**config.mk**
```make
export PLATFORM = sky130hd
export DESIGN_NAME = lwd_top
export DESIGN_NICKNAME = d
export VERILOG_FILES = /design/src/rtl/lwd_pkg.sv /design/src/rtl/lwd_unlock.sv /design/src/rtl/lwd_prescale.sv /design/src/rtl/lwd_counter.sv /design/src/rtl/lwd_aon_flags.sv /design/src/rtl/lwd_top.sv
export SDC_FILE = /design/constraint.sdc
export NUM_CORES = 1
export LEC_CHECK = 0
export ABC_AREA = 1
export BUFFER_PORTS_ARGS = -buffer_cell sky130_fd_sc_hd__buf_2
export CORE_UTILIZATION = 35
export CTS_BUF_LIST = sky130_fd_sc_hd__clkbuf_16
export CTS_CLUSTER_DIAMETER = 200
export DETAILED_ROUTE_END_ITERATION = 8
export PLACE_DENSITY = 0.6
export SYNTH_ARGS = -nofsm -noshare
export SYNTH_HDL_FRONTEND = slang
export SYNTH_SLANG_ARGS = --single-unit
```
**constraint.sdc**
```tcl
create_clock -name clk -period 2.2 [get_ports clk]
set_clock_uncertainty 0.1 [all_clocks]
set_input_delay 0.22 -clock clk [delete_from_list [all_inputs] [get_ports clk]]
set_output_delay 0.22 -clock clk [all_outputs]
set_load 0.01 [all_outputs]
```
**src/rtl/lwd_pkg.sv**
```systemverilog
package lwd_pkg;
  localparam int REG_AW = 5;

  localparam logic [REG_AW-1:0] A_PRE0 = 5'h00;
  localparam logic [REG_AW-1:0] A_CTRL = 5'h04;
  localparam logic [REG_AW-1:0] A_STAT = 5'h05;
  localparam logic [REG_AW-1:0] A_CNT0 = 5'h08;
  localparam logic [REG_AW-1:0] A_KEY  = 5'h0C;
  localparam logic [REG_AW-1:0] A_TRIG = 5'h0D;

  localparam logic [7:0] KEY_FIRST  = 8'h80;
  localparam logic [7:0] KEY_SECOND = 8'h86;

  typedef enum logic [1:0] {SEQ_IDLE, SEQ_ARMED, SEQ_OPEN} seq_e;

  typedef struct packed {
    logic lock;
    logic slow;
    logic oe;
    logic en;
  } ctrl_t;
endpackage

```
**src/rtl/lwd_unlock.sv**
```systemverilog
module lwd_unlock
  import lwd_pkg::*;
(
  input  logic              clk,
  input  logic              rst_n,
  input  logic              we,
  input  logic [REG_AW-1:0] addr,
  input  logic [7:0]        wdata,
  input  logic              pre_hit,
  output logic              open_o,
  output logic              reload_o
);
  seq_e state_q, state_d;

  always_comb begin
    state_d  = state_q;
    reload_o = 1'b0;
    if (we) begin
      unique case (state_q)
        SEQ_IDLE: begin
          state_d = (addr == A_KEY && wdata == KEY_FIRST) ? SEQ_ARMED : SEQ_IDLE;
        end
        SEQ_ARMED: begin
          if (addr == A_KEY && wdata == KEY_SECOND)     state_d = SEQ_OPEN;
          else if (addr == A_KEY && wdata == KEY_FIRST) state_d = SEQ_ARMED;
          else                                          state_d = SEQ_IDLE;
        end
        SEQ_OPEN: begin
          if (pre_hit) state_d = SEQ_OPEN;
          else if (addr == A_TRIG && wdata[0]) begin
            reload_o = 1'b1;
            state_d  = SEQ_IDLE;
          end
          else if (addr == A_KEY && wdata == KEY_FIRST) state_d = SEQ_ARMED;
          else state_d = SEQ_IDLE;
        end
        default: state_d = SEQ_IDLE;
      endcase
    end
  end

  always_ff @(posedge clk or negedge rst_n) begin
    if (!rst_n) state_q <= SEQ_IDLE;
    else        state_q <= state_d;
  end

  assign open_o = (state_q == SEQ_OPEN);

  // the open state is never reached straight from idle
  p_no_skip_r3: assert property (@(posedge clk) disable iff (!rst_n)
    (state_q == SEQ_IDLE) |=> (state_q != SEQ_OPEN));

  // a reload always leaves the sequence closed
  p_reload_closes_r2: assert property (@(posedge clk) disable iff (!rst_n)
    reload_o |=> !open_o);
endmodule

```
**src/rtl/lwd_prescale.sv**
```systemverilog
module lwd_prescale #(
  parameter int DIV = 1024
) (
  input  logic clk,
  input  logic rst_n,
  input  logic run,
  input  logic slow,
  input  logic clr,
  output logic tick
);
  localparam int PW = (DIV > 1) ? $clog2(DIV) : 1;
  localparam logic [PW-1:0] LAST = PW'(DIV - 1);

  logic [PW-1:0] div_q;

  always_ff @(posedge clk or negedge rst_n) begin
    if (!rst_n)       div_q <= '0;
    else if (clr)     div_q <= '0;
    else if (run)     div_q <= (div_q == LAST) ? '0 : div_q + 1'b1;
  end

  assign tick = run && !clr && (!slow || div_q == LAST);

  generate
    if (DIV > 1) begin : g_chk
      // in slow mode two ticks never fall on adjacent cycles
      p_slow_spacing_r6: assert property (@(posedge clk) disable iff (!rst_n)
        (tick && slow) |=> !tick || !slow);
    end
  endgenerate
endmodule

```
**src/rtl/lwd_counter.sv**
```systemverilog
module lwd_counter #(
  parameter int W = 20
) (
  input  logic         clk,
  input  logic         rst_n,
  input  logic         load,
  input  logic [W-1:0] load_val,
  input  logic         tick,
  input  logic         expired,
  output logic [W-1:0] cnt,
  output logic         fire
);
  always_ff @(posedge clk or negedge rst_n) begin
    if (!rst_n)                  cnt <= '1;
    else if (load)               cnt <= load_val;
    else if (tick && cnt != '0)  cnt <= cnt - 1'b1;
  end

  assign fire = tick && !load && !expired && (cnt <= W'(1));

  // no tick and no load leaves the count untouched
  p_hold_r5: assert property (@(posedge clk) disable iff (!rst_n)
    (!tick && !load) |=> $stable(cnt));

  // a tick above zero lowers the count by exactly one
  p_step_r5: assert property (@(posedge clk) disable iff (!rst_n)
    (tick && !load && cnt != '0) |=> (cnt == $past(cnt) - 1'b1));
endmodule

```
**src/rtl/lwd_aon_flags.sv**
```systemverilog
module lwd_aon_flags (
  input  logic clk,
  input  logic aon_rst_n,
  input  logic fire,
  input  logic rearm,
  input  logic clr_status,
  output logic status,
  output logic expired
);
  always_ff @(posedge clk or negedge aon_rst_n) begin
    if (!aon_rst_n) begin
      status  <= 1'b0;
      expired <= 1'b0;
    end else begin
      if (fire)            status <= 1'b1;
      else if (clr_status) status <= 1'b0;
      if (fire)            expired <= 1'b1;
      else if (rearm)      expired <= 1'b0;
    end
  end

  // an expiry raises both flags on the next edge
  p_fire_sets_r7: assert property (@(posedge clk) disable iff (!aon_rst_n)
    fire |=> (status && expired));

  // expired holds until a reload
  p_expired_hold_r8: assert property (@(posedge clk) disable iff (!aon_rst_n)
    (expired && !rearm) |=> expired);
endmodule

```
**src/rtl/lwd_top.sv**
```systemverilog
module lwd_top
  import lwd_pkg::*;
#(
  parameter int CNT_W = 20,
  parameter int PRE_DIV = 1024
) (
  input  logic              clk,
  input  logic              rst_n,
  input  logic              aon_rst_n,
  input  logic              reg_we,
  input  logic [REG_AW-1:0] reg_addr,
  input  logic [7:0]        reg_wdata,
  output logic [7:0]        reg_rdata,
  output logic              tout_n
);
  localparam int NB = (CNT_W + 7) / 8;

  ctrl_t            ctrl_q;
  logic [CNT_W-1:0] preload;
  logic [CNT_W-1:0] cnt;
  logic [7:0]       rd_pre [NB];
  logic [7:0]       rd_cnt [NB];
  logic             pre_hit, seq_open, reload, tick, fire, status, expired;

  always_comb begin
    pre_hit = 1'b0;
    for (int i = 0; i < NB; i++)
      if (reg_addr == REG_AW'(A_PRE0 + i)) pre_hit = 1'b1;
  end

  lwd_unlock u_unlock (
    .clk(clk), .rst_n(rst_n), .we(reg_we), .addr(reg_addr), .wdata(reg_wdata),
    .pre_hit(pre_hit), .open_o(seq_open), .reload_o(reload)
  );

  // Preload slices, one per byte register; the top slice may be narrower
  generate
    for (genvar i = 0; i < NB; i++) begin : g_byte
      localparam int LO = i * 8;
      localparam int HI = (LO + 8 > CNT_W) ? CNT_W - 1 : LO + 7;
      localparam int BW = HI - LO + 1;
      logic [BW-1:0] slice_q;
      always_ff @(posedge clk or negedge rst_n) begin
        if (!rst_n) slice_q <= '1;
        else if (reg_we && seq_open && reg_addr == REG_AW'(A_PRE0 + i))
          slice_q <= reg_wdata[BW-1:0];
      end
      assign preload[HI:LO] = slice_q;
      assign rd_pre[i] = 8'(slice_q);
      assign rd_cnt[i] = 8'(cnt[HI:LO]);
    end
  endgenerate

  always_ff @(posedge clk or negedge rst_n) begin
    if (!rst_n) ctrl_q <= '0;
    else if (reg_we && reg_addr == A_CTRL && !ctrl_q.lock) begin
      ctrl_q.en   <= reg_wdata[0] | reg_wdata[3];
      ctrl_q.oe   <= reg_wdata[1];
      ctrl_q.slow <= reg_wdata[2];
      ctrl_q.lock <= reg_wdata[3];
    end
  end

  lwd_prescale #(.DIV(PRE_DIV)) u_pre (
    .clk(clk), .rst_n(rst_n), .run(ctrl_q.en), .slow(ctrl_q.slow),
    .clr(reload), .tick(tick)
  );

  lwd_counter #(.W(CNT_W)) u_cnt (
    .clk(clk), .rst_n(rst_n), .load(reload), .load_val(preload), .tick(tick),
    .expired(expired), .cnt(cnt), .fire(fire)
  );

  lwd_aon_flags u_aon (
    .clk(clk), .aon_rst_n(aon_rst_n), .fire(fire), .rearm(reload),
    .clr_status(reg_we && reg_addr == A_STAT && reg_wdata[0]),
    .status(status), .expired(expired)
  );

  always_comb begin
    reg_rdata = 8'h00;
    for (int i = 0; i < NB; i++) begin
      if (reg_addr == REG_AW'(A_PRE0 + i)) reg_rdata = rd_pre[i];
      if (reg_addr == REG_AW'(A_CNT0 + i)) reg_rdata = rd_cnt[i];
    end
    if (reg_addr == A_CTRL) reg_rdata = {4'b0, ctrl_q};
    if (reg_addr == A_STAT) reg_rdata = {6'b0, expired, status};
  end

  assign tout_n = !(expired && ctrl_q.oe);

  // lock is sticky and keeps the timer running
  p_lock_sticky_r10: assert property (@(posedge clk) disable iff (!rst_n)
    ctrl_q.lock |=> ctrl_q.lock);
  p_lock_en_r10: assert property (@(posedge clk) disable iff (!rst_n)
    ctrl_q.lock |-> ctrl_q.en);

  // a reload places the preload value in the counter
  p_reload_loads_r2: assert property (@(posedge clk) disable iff (!rst_n)
    reload |=> (cnt == $past(preload)));

  // preload cannot move while the sequence is closed
  p_preload_closed_r4: assert property (@(posedge clk) disable iff (!rst_n)
    !seq_open |=> $stable(preload));

  // a low output implies the expiry flag
  p_tout_src_r7: assert property (@(posedge clk) disable iff (!rst_n || !aon_rst_n)
    !tout_n |-> expired);
endmodule

```
# --- Yosys cells after proc, flatten, opt, wreduce, memory -nomap -nowiden ---
# Index checks and enable logic that the tools add are counted.
word_totals:
  output_inout_bits: 9
  input_bits: 17
  register_bits: 58
classes:
  n_reduce_logical: 31
  n_eq_ne: 14
  muxes: 29
  add_sub_neg: 2
  bitwise_logic: 1
  magnitude_cmp: 1
ops:
  columns: ["op", "count"]
  rows:
  - ["two-way mux 8 bit", 8]
  - ["two-way mux 20 bit", 2]
  - ["two-way mux 10 bit", 3]
  - ["== test 5 x 4 -> 1 bit, second input constant", 5]
  - ["<= comparator 20 x 1 -> 1 bit, second input constant", 1]
  - ["nonzero test 20 bit", 1]
  - ["subtractor 20 x 1 -> 20 bit, second input constant", 1]
  - ["logical AND 1 bit", 18]
  - ["== test 8 bit, second input constant", 2]
  - ["two-way mux 1 bit", 12]
  - ["adder 10 x 1 -> 10 bit, second input constant", 1]
  - ["== test 10 bit, second input constant", 1]
  - ["== test 5 x 3 -> 1 bit, second input constant", 2]
  - ["nonzero test 2 bit", 4]
  - ["two-way mux 2 bit", 3]
  - ["one-hot mux 2 bit (3 select lines)", 1]
  - ["== test 5 x 1 -> 1 bit, second input constant", 1]
  - ["== test 5 x 2 -> 1 bit, second input constant", 1]
  - ["logical NOT 1 bit", 5]
  - ["logical NOT 5 bit", 1]
  - ["== test 2 x 1 -> 1 bit, second input constant", 1]
  - ["== test 2 bit, second input constant", 1]
  - ["logical NOT 2 bit", 1]
  - ["logical OR 1 bit", 1]
  - ["bitwise OR 1 bit", 1]

# --- Logic depth before layout (Yosys ltp) ---
depth:
  depth_word: 14
  depth_mapped: 11
  depth_no_buf: 11

# --- Modules after synthesis ---
# Synthesis repeated with hierarchy kept, for this count alone.
unflattened:
  cells_unflattened: 573
  hier_area_um2: 3933.8
modules_own_cells:
  columns: ["mod", "area_each_um2", "cells_per_inst", "seq_area_each_um2", "instances"]
  rows:
  - ["lwd_counter", 1610.3, 247, 525.5, 1]
  - ["lwd_top", 1406.3, 194, 625.6, 1]
  - ["lwd_prescale", 591.8, 75, 250.2, 1]
  - ["lwd_unlock", 249.0, 48, 50.0, 1]
  - ["lwd_aon_flags", 76.3, 9, 50.0, 1]

# --- Worst setup path after synthesis ---
# OpenSTA, ideal clock, no wires.
synth_timing:
  kind: "flip-flop to flip-flop"
  startpoint: "register u_cnt.cnt[0]"
  endpoint: "register u_cnt.cnt[5]"
  n_path_buf: 2
  setup_slack_ns: 0.414
  path_stages_with_launch: 12
  arrival_time_ns: 1.625
  cell_sequence: "dfstp_2 inv_1 ha_1 nand2_2 nor2_4 nand3_2 nand3_2 nand2_2 buf_6 buf_6 nand2_1 nand2_1"
synth_between:
  elab_chain_cells: 3
  elab_cells_between_ends: 6
  classes_between: "add/sub: 1; mux: 2; reduce/logical: 3"
synth_lines:
  columns: ["element", "line", "rtl"]
  rows:
  - ["start, declared", "lwd_counter.sv:10", "output logic [W-1:0] cnt,"]
  - ["start signal, assigned", "lwd_counter.sv:15", "else if (load) cnt <= load_val;"]
  - ["start signal, assigned", "lwd_counter.sv:16", "else if (tick && cnt != '0) cnt <= cnt - 1'b1;"]
  - ["subtractor 20 x 1 -> 20 bit / nonzero test 20 bit (equally long branches)", "lwd_counter.sv:16", null]
  - ["two-way mux 20 bit / logical AND 1 bit (equally long branches)", "lwd_counter.sv:16", null]
  - ["two-way mux 20 bit / nonzero test 2 bit (equally long branches)", null, null]
# Parallel ways exist; a longest one is shown, timed or not. The select of a mux whose other input is x is not followed.
# A chain may end at the register's enable or synchronous reset.

# --- Worst setup path after layout ---
layout_timing:
  startpoint: "register u_cnt.cnt[0]"
  endpoint: "register u_cnt.cnt[4]"
# Same word-level chain as after synthesis.

==> flow_summary.html <==
<table>
<tr><th>Metric</th><th>Value</th></tr>
<tr><th colspan="2">Clock tree</th></tr>
<tr><td>Depth of the CTS H-tree</td><td>3</td></tr>
<tr><td>Number of instances resized during post-cts repair</td><td>0</td></tr>
<tr><td>TritonCTS clock tree</td><td>built</td></tr>
<tr><td>Clock root buffer master</td><td>sky130_fd_sc_hd__clkbuf_16</td></tr>
<tr><td>TritonCTS Sinks</td><td>58</td></tr>
<tr><td>CTS clk-pin slew, worst paths</td><td>60 ps</td></tr>
<tr><td>Buffers inserted during post-CTS setup optimization</td><td>0</td></tr>
<tr><td>Worst-Skew Late Latency</td><td>330 ps</td></tr>
<tr><td>Max Root-Sink Buffers</td><td>2</td></tr>
<tr><td>Total CTS buffers</td><td>9</td></tr>
<tr><th colspan="2">Route</th></tr>
<tr><td>Routed via count</td><td>3,640</td></tr>
<tr><td>Final ANT Viol Nets</td><td>0</td></tr>
<tr><td>Wire per inst</td><td>14.35 µm</td></tr>
<tr><td>Detailed-router iteration count before antenna repair</td><td>5</td></tr>
<tr><td>DRC violations left</td><td>0</td></tr>
<tr><td>First-iteration detailed-routing DRC count</td><td>175</td></tr>
<tr><td>Final wirelength</td><td>10,360 µm</td></tr>
<tr><td>Via count normalized by instance count</td><td>5.042</td></tr>
<tr><th colspan="2">Layout</th></tr>
<tr><td>Post-route insts no fill</td><td>722</td></tr>
<tr><td>Cell area after layout</td><td>4324 µm²</td></tr>
<tr><td>Total inserted antenna cells</td><td>0</td></tr>
<tr><td>Area growth from synthesis to layout</td><td>16.60%</td></tr>
<tr><td>Post-layout nets</td><td>601</td></tr>
<tr><td>Fraction of final layout cells sized beyond drive strength 1</td><td>17.24%</td></tr>
<tr><td>Final core area utilization</td><td>42.07%</td></tr>
<tr><th colspan="2">Pwr</th></tr>
<tr><td>Total internal power</td><td>2082 µW</td></tr>
<tr><td>Static leakage</td><td>0.002004 µW</td></tr>
<tr><td>Register share of total power</td><td>40.1%</td></tr>
<tr><td>Combinational group share of total power</td><td>3.8%</td></tr>
<tr><td>Sw Share</td><td>22.06%</td></tr>
<tr><td>Power per unit of standard cell area</td><td>617.8 nW/µm²</td></tr>
<tr><td>Relative contribution of the clock network to total power</td><td>56.1%</td></tr>
<tr><td>Switching power of the nets</td><td>589.4 µW</td></tr>
<tr><td>IR Drop Worst-Case VDD</td><td>0.2192 mV</td></tr>
<tr><th colspan="2">Floorplan</th></tr>
<tr><td>Number of cell rows</td><td>37</td></tr>
<tr><td>Die width</td><td>104.9 µm</td></tr>
<tr><td>Area of the placeable core</td><td>10,280 µm²</td></tr>
<tr><td>Number of top-level pins</td><td>26</td></tr>
<tr><td>Vertical die dimension</td><td>104.9 µm</td></tr>
<tr><td>Initial core utilization</td><td>36.08%</td></tr>
<tr><td>Area enclosed by the die boundary</td><td>11,010 µm²</td></tr>
<tr><th colspan="2">Global route</th></tr>
<tr><td>Largest net degree at the start of global routing</td><td>33</td></tr>
<tr><td>Met2 track demand over resource in global routing</td><td>32.17%</td></tr>
<tr><td>Met3 track demand over resource</td><td>4.679%</td></tr>
<tr><td>First-pass GRT wire length</td><td>17,400 µm</td></tr>
<tr><td>Most crowded layer after global routing</td><td>met2</td></tr>
<tr><td>Vias in the first global route</td><td>3,573</td></tr>
<tr><td>Overall global routing resource usage</td><td>20.37%</td></tr>
<tr><td>Antenna violations before repair</td><td>0</td></tr>
<tr><td>Met1 usage</td><td>25.90%</td></tr>
<tr><td>Residual overflow from global routing</td><td>0</td></tr>
<tr><th colspan="2">STA</th></tr>
<tr><td>Fmax</td><td>0.5098 GHz</td></tr>
<tr><td>Final hold violations</td><td>0</td></tr>
<tr><td>Period utilisation layout</td><td>89.16%</td></tr>
<tr><td>Unrepaired setup endpoints after global routing</td><td>false</td></tr>
<tr><td>Worst slew pin tran</td><td>625.3 ps</td></tr>
<tr><td>Count of endpoints failing setup in the final report</td><td>0</td></tr>
<tr><td>Final setup slack of the worst path</td><td>238.5 ps</td></tr>
<tr><td>Clock period minus final worst setup slack</td><td>1961 ps</td></tr>
<tr><td>Max-slew headroom</td><td>58.31%</td></tr>
<tr><td>Final number of max-transition violations</td><td>0</td></tr>
<tr><td>Sum of negative setup slack</td><td>0 ps</td></tr>
<tr><th colspan="2">Worst setup path</th></tr>
<tr><td>Critical path's largest stage delay</td><td>560 ps</td></tr>
<tr><td>RR Startpoint</td><td>u_cnt.cnt[0]</td></tr>
<tr><td>Endpoint of the lowest-slack register-to-register path</td><td>u_cnt.cnt[4]</td></tr>
<tr><td>Kind of start point of the critical path</td><td>flop</td></tr>
<tr><td>Setup slack on the worst flop-to-flop path</td><td>240 ps</td></tr>
<tr><td>Count of buffer and inverter cells on the critical path</td><td>2</td></tr>
<tr><td>Worst-path maximum fanout</td><td>15</td></tr>
<tr><td>Data arrival time of the worst path</td><td>2110 ps</td></tr>
<tr><td>Cell depth of the worst flop-to-flop path</td><td>10</td></tr>
<tr><td>Standard cell with the maximum stage delay on the critical path</td><td>sky130_fd_sc_hd__dfstp_2</td></tr>
<tr><td>Setup crit end kind</td><td>flop</td></tr>
<tr><td>Family with the most delay on the worst path</td><td>simple AND/OR/NAND/NOR gates</td></tr>
<tr><td>Critical path class</td><td>reg2reg</td></tr>
<tr><td>Cell-by-cell listing of the critical path</td><td>inv_1 -&gt; ha_1 -&gt; nand2_2 -&gt; nor2_4 -&gt; nand3_2 -&gt; nand3_2 -&gt; nand2_2 -&gt; buf_4 -&gt; nand2_1 -&gt; o21ai_0</td></tr>
<tr><td>CP required</td><td>2350 ps</td></tr>
<tr><th colspan="2">Placed design</th></tr>
<tr><td>HPWL after DPL</td><td>7784 µm</td></tr>
<tr><td>Placed insts</td><td>704</td></tr>
<tr><td>Last weighted congestion value of the routability-driven placer</td><td>0.8833</td></tr>
<tr><td>IO buf count</td><td>25</td></tr>
<tr><td>Placed standard-cell area</td><td>3994 µm²</td></tr>
<tr><td>Worst slack at placement</td><td>255.0 ps</td></tr>
<tr><th colspan="2">Yosys</th></tr>
<tr><td>Yosys warning count</td><td>0</td></tr>
<tr><td>Number of enable flip-flop cells after synthesis</td><td>0</td></tr>
<tr><td>Number of storage elements in the synthesis netlist</td><td>58</td></tr>
<tr><td>FFs w/ async S/R, synth</td><td>100.0%</td></tr>
<tr><td>Net count after synthesis</td><td>567</td></tr>
<tr><td>Post-synth design cell area</td><td>3709 µm²</td></tr>
<tr><td>Cells taking the most area after synthesis</td><td>sky130_fd_sc_hd__dfstp_2 28%, sky130_fd_sc_hd__nand2_1 20%, sky130_fd_sc_hd__dfrtp_1 12%, sky130_fd_sc_hd__o21ai_0 8.5%, sky130_fd_sc_hd__inv_1 6.7%</td></tr>
<tr><td>Number of distinct library cells after synthesis</td><td>32</td></tr>
<tr><td>Cell taking the most area after synthesis</td><td>sky130_fd_sc_hd__dfstp_2</td></tr>
<tr><td>Most numerous cell in the Yosys netlist</td><td>sky130_fd_sc_hd__nand2_1</td></tr>
<tr><td>Main synth FF type</td><td>sky130_fd_sc_hd__dfstp_2</td></tr>
<tr><td>Cells after synthesis</td><td>547</td></tr>
<tr><td>Post-Syn Area per Cell</td><td>6.780 µm²</td></tr>
<tr><td>Most used standard cells in the synthesized netlist</td><td>198 x sky130_fd_sc_hd__nand2_1, 66 x sky130_fd_sc_hd__inv_1, 63 x sky130_fd_sc_hd__o21ai_0</td></tr>
<tr><td>Proportion of synthesized chip area in sequential cells</td><td>40.49%</td></tr>
<tr><td>Fraction of synthesized cell area taken by the top area cell type</td><td>28.34%</td></tr>
<tr><th colspan="2">Worst hold path</th></tr>
<tr><td>Hold path depth</td><td>2</td></tr>
<tr><td>Origin of the worst min-delay path</td><td>reg_we</td></tr>
<tr><td>Worst min-delay path class</td><td>in2reg</td></tr>
<tr><td>Hold path endpoint</td><td>u_unlock.state_q[0]</td></tr>
<tr><th colspan="2">Run status</th></tr>
<tr><td>Status</td><td>completed</td></tr>
<tr><th colspan="2">Flow run</th></tr>
<tr><td>Max Cap Viol</td><td>0</td></tr>
</table>
layer usage:
metal,up-vias,routed length (µm)
li1,1815,-
met2,104,4729
met5,-,0
met4,0,447
met3,32,487
met1,1689,4699
per-stage QoR:
step	hold WS [ps]	power, µW
after floorplan	-175.6	1122
after global placement	-95.34	1186
after CTS	28.77	2694
after global routing	63.78	2755
after detailed placement	-93.31	1188
final	29.47	2671
area by class of cell:
| class | count | area [µm²] |
|---|---|---|
| inverter | 70 | 262.8 |
| sequential | 58 | 1501 |
| clock buffer | 9 | 225.2 |
| multi-input combinational | 410 | 1884 |
| fill | 1105 | 5953 |
| timing repair buffer | 32 | 195.2 |
| clock inverter | 7 | 85.08 |
| tap | 136 | 170.2 |
flip-flops by register name, summed over array words and instances, names as in the netlist:
register          flops
u_aon.expired         1
u_pre.div_q          10
ctrl_q                4
u_unlock.state_q      2
g_byte.slice_q       20
u_aon.status          1
u_cnt.cnt            20
worst register-to-register path, delay by kind of cell, from the launching register on:
kind                       cells  cell delay, ps
adders and majority gates      1             260
DFF                            1             560
buffers and inverters          2             290
AOI/OAI and AO/OA              1              80
and+or+nand+nor                6             590
layout by cell type (no fill, tap or decap), types with 4 or more instances in the layout:
master | synthesis | layout
sky130_fd_sc_hd__inv_1 | 66 | 68
sky130_fd_sc_hd__nor3_1 | 6 | 6
sky130_fd_sc_hd__nand3_1 | 36 | 36
sky130_fd_sc_hd__nand2_1 | 198 | 198
sky130_fd_sc_hd__nand4_1 | 10 | 10
sky130_fd_sc_hd__dfrtp_1 | 18 | 18
sky130_fd_sc_hd__clkbuf_16 | 0 | 9
sky130_fd_sc_hd__dfstp_2 | 40 | 40
sky130_fd_sc_hd__buf_4 | 2 | 4
sky130_fd_sc_hd__inv_2 | 4 | 4
sky130_fd_sc_hd__xor2_1 | 6 | 6
sky130_fd_sc_hd__nor2_1 | 54 | 54
sky130_fd_sc_hd__buf_2 | 3 | 25
sky130_fd_sc_hd__o21ai_0 | 63 | 63
sky130_fd_sc_hd__o22ai_1 | 7 | 7
cell families after synthesis:
logic type | share of synthesized area, %
XOR/XNOR | 2.126
AO/OA/AOI/OAI | 12.08
AND/OR/NAND/NOR | 35.59
flip-flops | 40.49
buffers and inverters | 8.704
adder cells (fa/ha/maj) | 1.012
worst max path at each step:
stage	start	end	slack, ps	depth (start not counted)
finish	u_cnt.cnt[0]	u_cnt.cnt[4]	240	10
global route	reg_addr[2]	reg_rdata[6]	100	9
CTS	u_cnt.cnt[0]	u_cnt.cnt[4]	230	10
detailed placement	reg_addr[1]	reg_rdata[6]	260	9
global placement	reg_addr[1]	reg_rdata[6]	280	9
floorplan	u_cnt.cnt[0]	u_cnt.cnt[5]	410	11
power by group through the flow:
stage | Clock (µW) | Sequential (µW) | Combinational (µW)
after global routing | 1570 | 1070 | 114
after detailed placement | 0 | 1090 | 101
after global placement | 0 | 1090 | 98.8
after floorplan | 0 | 1090 | 34.2
after CTS | 1520 | 1070 | 103
final | 1500 | 1070 | 102
timing repair:
item | CTS | global route
setup endpoints to repair | 0 | 0
endpoints found under the hold margin | 18 | 0
hold buffers | 2 | 0
Power figures use the tool's default switching activity.
